$ cat src/rtl/mulstep_pkg.sv
package mulstep_pkg;

    // Action taken on each clock edge by the register stage
    typedef enum logic [1:0] {
        ACT_HOLD = 2'd0,
        ACT_LOAD = 2'd1,
        ACT_STEP = 2'd2
    } msu_act_e;

    // Condition flags, packed so that n sits in the top bit
    typedef struct packed {
        logic n;
        logic z;
        logic v;
        logic c;
    } msu_cc_t;

endpackage

$ cat src/rtl/mulstep_opsel.sv
module mulstep_opsel #(
    parameter int WLEN = 32,
    parameter int IMMW = 13
) (
    input  logic [WLEN-1:0] reg_op,
    input  logic [IMMW-1:0] imm,
    input  logic            use_imm,
    output logic [WLEN-1:0] mcand
);
    localparam int EXTW = WLEN - IMMW;

    logic [WLEN-1:0] imm_ext;

    generate
        if (EXTW > 0) begin : g_ext
            assign imm_ext = {{EXTW{imm[IMMW-1]}}, imm};
        end else begin : g_trunc
            assign imm_ext = imm[WLEN-1:0];
        end
    endgenerate

    always_comb begin
        mcand = use_imm ? imm_ext : reg_op;
    end

endmodule

$ cat src/rtl/mulstep_core.sv
module mulstep_core
    import mulstep_pkg::*;
#(
    parameter int WLEN = 32
) (
    input  logic [WLEN-1:0] partial,
    input  logic [WLEN-1:0] mcand,
    input  logic            y_lsb,
    input  logic            n_in,
    input  logic            v_in,
    output logic [WLEN-1:0] sum,
    output msu_cc_t         cc,
    output logic            drop_bit
);
    localparam int MSB = WLEN - 1;

    logic [WLEN-1:0] shifted;
    logic [WLEN-1:0] addend;
    logic [WLEN:0]   wide;

    always_comb begin
        shifted  = {n_in ^ v_in, partial[MSB:1]};
        addend   = y_lsb ? mcand : '0;
        wide     = {1'b0, shifted} + {1'b0, addend};
        sum      = wide[MSB:0];
        drop_bit = partial[0];
        cc.n     = wide[MSB];
        cc.z     = (wide[MSB:0] == '0);
        cc.v     = (shifted[MSB] == addend[MSB]) && (wide[MSB] != shifted[MSB]);
        cc.c     = wide[WLEN];
    end

endmodule

$ cat src/rtl/mulstep_state.sv
module mulstep_state
    import mulstep_pkg::*;
#(
    parameter int WLEN = 32
) (
    input  logic            clk,
    input  logic            rst_n,
    input  logic            step_en,
    input  logic            load_en,
    input  logic [WLEN-1:0] load_y,
    input  msu_cc_t         load_cc,
    input  logic            fill_bit,
    input  msu_cc_t         step_cc,
    output logic [WLEN-1:0] y_q,
    output msu_cc_t         cc_q
);
    localparam int MSB = WLEN - 1;

    msu_act_e act;

    // Action selection: load has priority over step
    always_comb begin
        if (load_en) begin
            act = ACT_LOAD;
        end else if (step_en) begin
            act = ACT_STEP;
        end else begin
            act = ACT_HOLD;
        end
    end

    // Register process
    always_ff @(posedge clk or negedge rst_n) begin
        if (!rst_n) begin
            y_q  <= '0;
            cc_q <= '0;
        end else begin
            unique case (act)
                ACT_LOAD: begin
                    y_q  <= load_y;
                    cc_q <= load_cc;
                end
                ACT_STEP: begin
                    y_q  <= {fill_bit, y_q[MSB:1]};
                    cc_q <= step_cc;
                end
                default: begin
                    y_q  <= y_q;
                    cc_q <= cc_q;
                end
            endcase
        end
    end

endmodule

$ cat src/rtl/mulstep_unit.sv
module mulstep_unit
    import mulstep_pkg::*;
#(
    parameter int XLEN = 64,
    parameter int WLEN = 32,
    parameter int IMMW = 13
) (
    input  logic            clk,
    input  logic            rst_n,
    input  logic            step_en,
    input  logic            load_en,
    input  logic [WLEN-1:0] load_y,
    input  logic [3:0]      load_nzvc,
    input  logic [XLEN-1:0] rs1_val,
    input  logic [XLEN-1:0] rs2_val,
    input  logic [IMMW-1:0] imm13,
    input  logic            use_imm,
    output logic [XLEN-1:0] rd_val,
    output logic [WLEN-1:0] y_q,
    output logic [3:0]      nzvc_q
);
    localparam int UPW = XLEN - WLEN;

    logic [WLEN-1:0] mcand;
    logic [WLEN-1:0] sum;
    msu_cc_t         step_cc;
    msu_cc_t         cc_q;
    logic            fill_bit;
    logic            unused_hi;

    assign unused_hi = ^{rs1_val[XLEN-1:WLEN], rs2_val[XLEN-1:WLEN]};

    mulstep_opsel #(.WLEN(WLEN), .IMMW(IMMW)) u_opsel (
        .reg_op  (rs2_val[WLEN-1:0]),
        .imm     (imm13),
        .use_imm (use_imm),
        .mcand   (mcand)
    );

    mulstep_core #(.WLEN(WLEN)) u_core (
        .partial  (rs1_val[WLEN-1:0]),
        .mcand    (mcand),
        .y_lsb    (y_q[0]),
        .n_in     (cc_q.n),
        .v_in     (cc_q.v),
        .sum      (sum),
        .cc       (step_cc),
        .drop_bit (fill_bit)
    );

    mulstep_state #(.WLEN(WLEN)) u_state (
        .clk      (clk),
        .rst_n    (rst_n),
        .step_en  (step_en),
        .load_en  (load_en),
        .load_y   (load_y),
        .load_cc  (msu_cc_t'(load_nzvc)),
        .fill_bit (fill_bit),
        .step_cc  (step_cc),
        .y_q      (y_q),
        .cc_q     (cc_q)
    );

    // Output process
    always_comb begin
        rd_val = {{UPW{1'b0}}, sum};
        nzvc_q = cc_q;
    end

endmodule

$ cat config.mk
export PLATFORM = sky130hd
export DESIGN_NAME = mulstep_unit
export DESIGN_NICKNAME = d
export VERILOG_FILES = /design/src/rtl/mulstep_pkg.sv /design/src/rtl/mulstep_opsel.sv /design/src/rtl/mulstep_core.sv /design/src/rtl/mulstep_state.sv /design/src/rtl/mulstep_unit.sv
export SDC_FILE = /design/constraint.sdc
export NUM_CORES = 1
export LEC_CHECK = 0
export BUFFER_PORTS_ARGS = -buffer_cell sky130_fd_sc_hd__buf_2
export CAP_MARGIN = 25
export CORE_AREA = 2 2 110 112
export CTS_CLUSTER_DIAMETER = 40
export DETAILED_ROUTE_END_ITERATION = 10
export DIE_AREA = 0 0 112 114
export PLACE_DENSITY = 0.71
export SETUP_SLACK_MARGIN = 0.2
export SLEW_MARGIN = 10
export SYNTH_ARGS = -nofsm -noshare
export SYNTH_HDL_FRONTEND = slang
export SYNTH_SLANG_ARGS = --single-unit
$ cat constraint.sdc
create_clock -name clk -period 6.6 [get_ports clk]
set_clock_uncertainty 0.15 [all_clocks]
set_input_delay 0.99 -clock clk [delete_from_list [all_inputs] [get_ports clk]]
set_output_delay 0.99 -clock clk [all_outputs]
set_load 0.005 [all_outputs]
==> flow_metrics.py <==
metrics = {
    "clocking": {
        "cts_max_level": 2,
        "clk_pin_slew_worst_paths_ns": 0.06,
        "cts_buffer_depth": 2,
        "root_buffer": "clkbuf_16",
        "cts_tree": "done",
        "post_cts_buffers": 0,
        "clock_latency_ns": 0.28,
        "cts-resized-gates": 0,
        "cts_sinks": 36,
        "cts_hold_buf": 0,
        "numCtsBuffers": 5,
    },
    "critical_path": {
        "crit_family": "compound AO/OA/AOI/OAI gates",
        "cp.arrival_ns": 4.43,
        "critical_path_class": "in -> out",
        "crit_buf_inv": 2,
        "start_kind": "input pin",
        "r2r.worst_path.cells": 12,
        "required_ns": 5.46,
        "endpoint": "rd_val[24]",
        "crit_slowest_cell": "nand2_1",
        "crit_path_end_kind": "output pin",
        "crit_cells": 12,
        "r2r-start": "u_state.y_q[0]$_DFFE_PN0P_",
        "worstPathCellList": "buf_2 -> nand2_1 -> a21boi_0 -> ha_1 -> a21oi_1 -> o21ai_0 -> or3_1 -> a31oi_4 -> o31ai_1 -> a21oi_1 -> xnor2_1 -> buf_2",
        "crit_fanout": 20,
        "critPathLaunch": "use_imm",
        "max_stage_delay_ns": 0.52,
        "reg2reg_setup_slack_ns": 2.00,
        "worstReg2RegEnd": "u_state.cc_q[2]$_DFFE_PN0P_",
    },
    "run_status": {
        "status": "complete, no violations",
    },
    "placed_design": {
        "portBuffers": 185,
        "place_inst": 824,
        "gp_congestion": 0.937,
        "hpwl_mm": 9.47,
        "place_ws_ns": 1.05,
    },
    "pwr": {
        "p_leak_nw": 2.67,
        "combinationalPowerShare_pct": 46.7,
        "peakVddDrop_uv": 170,
        "power_frac_clock_pct": 24.6,
        "p_int_uw": 588,
        "p_sw_uw": 356,
        "seqPwrFrac_pct": 28.7,
        "swShare_pct": 37.7,
        "p_total_uw": 945,
        "power.density_nw_per_um2": 179,
    },
    "die": {
        "io_pins": 282,
        "die-area_um2": 12800,
        "die_y_um": 114,
        "initial_core_util_pct": 36.2,
        "num_rows": 40,
        "chipWidth_um": 112,
        "core_um2": 11700,
    },
    "route": {
        "drc_errors": 0,
        "drt-initial-drc-count": 153,
        "avgRoutedWirePerCell_um": 14.0,
        "drt_wl_total_mm": 11.7,
        "drt_pass1_iterations": 4,
        "drtAntennaViolNets": 0,
        "vias": 4200,
        "via_per_inst": 5.05,
    },
    "logic_synthesis": {
        "synthCells": 520,
        "synth.distinct_cells": 54,
        "synth_largest_area_cell": "dfrtp_1",
        "yosysTopAreaCellShare_pct": 21.3,
        "syn_area_um2": 4240,
        "synth_edf_count": 0,
        "async_flop_share_pct": 100,
        "synth.avg_cell_area_um2": 8.15,
        "yosysWarnings": 0,
        "synth_area_leaders": "dfrtp_1 21%, mux2i_1 11%, ha_1 9.4%, buf_4 6.2%, o21ai_0 5.8%",
        "ys_seq_elements": 36,
        "yosysSeqAreaShare_pct": 21.3,
        "synthFlopType": "dfrtp_1",
    },
    "sta": {
        "rsz0062_at_grt": "false",
        "slew-limit-headroom_pct": 37.0,
        "tns_ns": 0,
        "slew_violations": 0,
        "layout_min_cycle_time_ns": 5.57,
        "tightest_slew_ns": 0.944,
        "hold_viol": 0,
        "finalCritPeriodShare_pct": 84.4,
        "fin_ws_ns": 1.03,
        "fmax_mhz": 180,
        "setup_viol": 0,
    },
    "finish": {
        "fillers": 1216,
        "final_cell_count_no_fill": 832,
        "nNetsFinal": 899,
        "antenna_cells": 0,
        "post-route-util_pct": 45.0,
        "layout_common_cells": "185 x buf_2, 61 x nand2_1, 49 x o21ai_0",
        "area_growth_pct": 24.2,
        "layout_commonest_cell": "buf_2",
        "drive_gt1_share_pct": 30.2,
    },
    "grt": {
        "grt_pass1_wl_mm": 18.7,
        "grt_pass1_vias": 3907,
        "overflow": 0,
        "track_usage_pct": 17.6,
        "grt_max_degree": 75,
        "antenna_found_initial": 0,
    },
    "worst_hold_path": {
        "min_path_type": "reg -> reg",
    },
    "job": {
        "maxCapViolCount": 0,
    },
}
==> worst register-to-register path, cell delays in order, from the launching register on <==
cell       delay [ns]
dfrtp_1          0.73
nor2b_1          0.31
ha_1             0.22
fa_1             0.41
a21o_1           0.24
a221oi_4         0.42
o221ai_2         0.21
xor2_1           0.19
or3_1            0.39
nor4_1           0.36
nand4bb_1        0.21
nor4_1           0.51
a21o_1           0.19
==> how the worst min path moves through the flow <==
| stage | start | cells past startpoint | slack [ns] | to |
|---|---|---|---|---|
| 6_report | u_state.cc_q[2]$_DFFE_PN0P_ | 2 | 0.42 | u_state.cc_q[2]$_DFFE_PN0P_ |
| 3_5_place_dp | u_state.cc_q[0]$_DFFE_PN0P_ | 2 | 0.41 | u_state.cc_q[0]$_DFFE_PN0P_ |
| 4_1_cts | u_state.cc_q[0]$_DFFE_PN0P_ | 2 | 0.42 | u_state.cc_q[0]$_DFFE_PN0P_ |
| 3_3_place_gp | u_state.cc_q[0]$_DFFE_PN0P_ | 2 | 0.40 | u_state.cc_q[0]$_DFFE_PN0P_ |
| 2_1_floorplan | u_state.cc_q[0]$_DFFE_PN0P_ | 2 | 0.41 | u_state.cc_q[0]$_DFFE_PN0P_ |
| 5_1_grt | u_state.cc_q[2]$_DFFE_PN0P_ | 2 | 0.44 | u_state.cc_q[2]$_DFFE_PN0P_ |
==> final cells by class <==
cell class                      count  area, um2  share of cell area, %
Inverter                            5       18.8                  0.356
Clock buffer                        5        125                   2.38
Sequential cell                    36        901                   17.1
Clock inverter                      3       21.3                  0.404
Multi-Input combinational cell    448       3070                   58.2
Tap cell                          147        184                   3.49
Timing Repair Buffer              188        948                   18.0
==> routing by layer <==
metal	vias up	global-route usage (%)	wire [um]	share of wire, %
met1	1892	23.5	5240	45
met3	10	4.25	976	8.4
met4	0	3.41	95	0.82
met2	157	29.4	5340	46
met5	-	0	0	0
li1	2141	-	-	-
==> registers in the layout, indices dropped and copies added (netlist names) <==
register	count
u_state.y_q	32
u_state.cc_q	4
==> power by group through the flow <==
stage / logic (mW) / clock network [mW] / registers [mW]
final: 0.441 / 0.233 / 0.271
after global routing: 0.494 / 0.249 / 0.275
after CTS: 0.443 / 0.239 / 0.272
after detailed placement: 0.442 / 0 / 0.275
after global placement: 0.438 / 0 / 0.275
after floorplan: 0.296 / 0 / 0.269
==> stage by stage <==
step,instance area (um2),hold slack (ns)
after floorplan,4360,0.408
after global placement,5120,0.400
after detailed placement,5120,0.408
after CTS,5270,0.421
after global routing,5270,0.438
final,5270,0.417
==> cell usage after synthesis, drive strengths merged, types with 2 or more instances <==
library cell  number
a211o              3
a211oi             5
a21boi            20
a21o               8
a21oi             30
a221oi             3
a22oi              2
a31oi              4
and2               2
and3               4
buf               41
clkbuf            21
dfrtp             36
ha                32
inv                5
mux2i             45
nand2             61
nand2b            22
nand3              5
nand4              5
nor2              19
nor2b             15
nor3               6
nor4               4
nor4b              2
o211ai             7
o21a               2
o21ai             53
o21bai             8
o31ai              4
or3                3
xnor2             15
xor2              15
==> logic make-up (layout without fill, tap and decap cells) <==
kind of cell | Yosys count | count (layout) | share of synthesized area, %
and+or+nand+nor | 152 | 152 | 17.8
other | 1 | 32 | 0.0885
DFF | 36 | 36 | 21.3
adders and majority gates | 33 | 33 | 9.92
buffers and inverters | 67 | 201 | 9.15
muxes | 45 | 45 | 10.6
AOI/OAI and AO/OA | 156 | 156 | 25.0
xor gates and xnor gates | 30 | 30 | 6.20
Power figures use the tool's default switching activity.
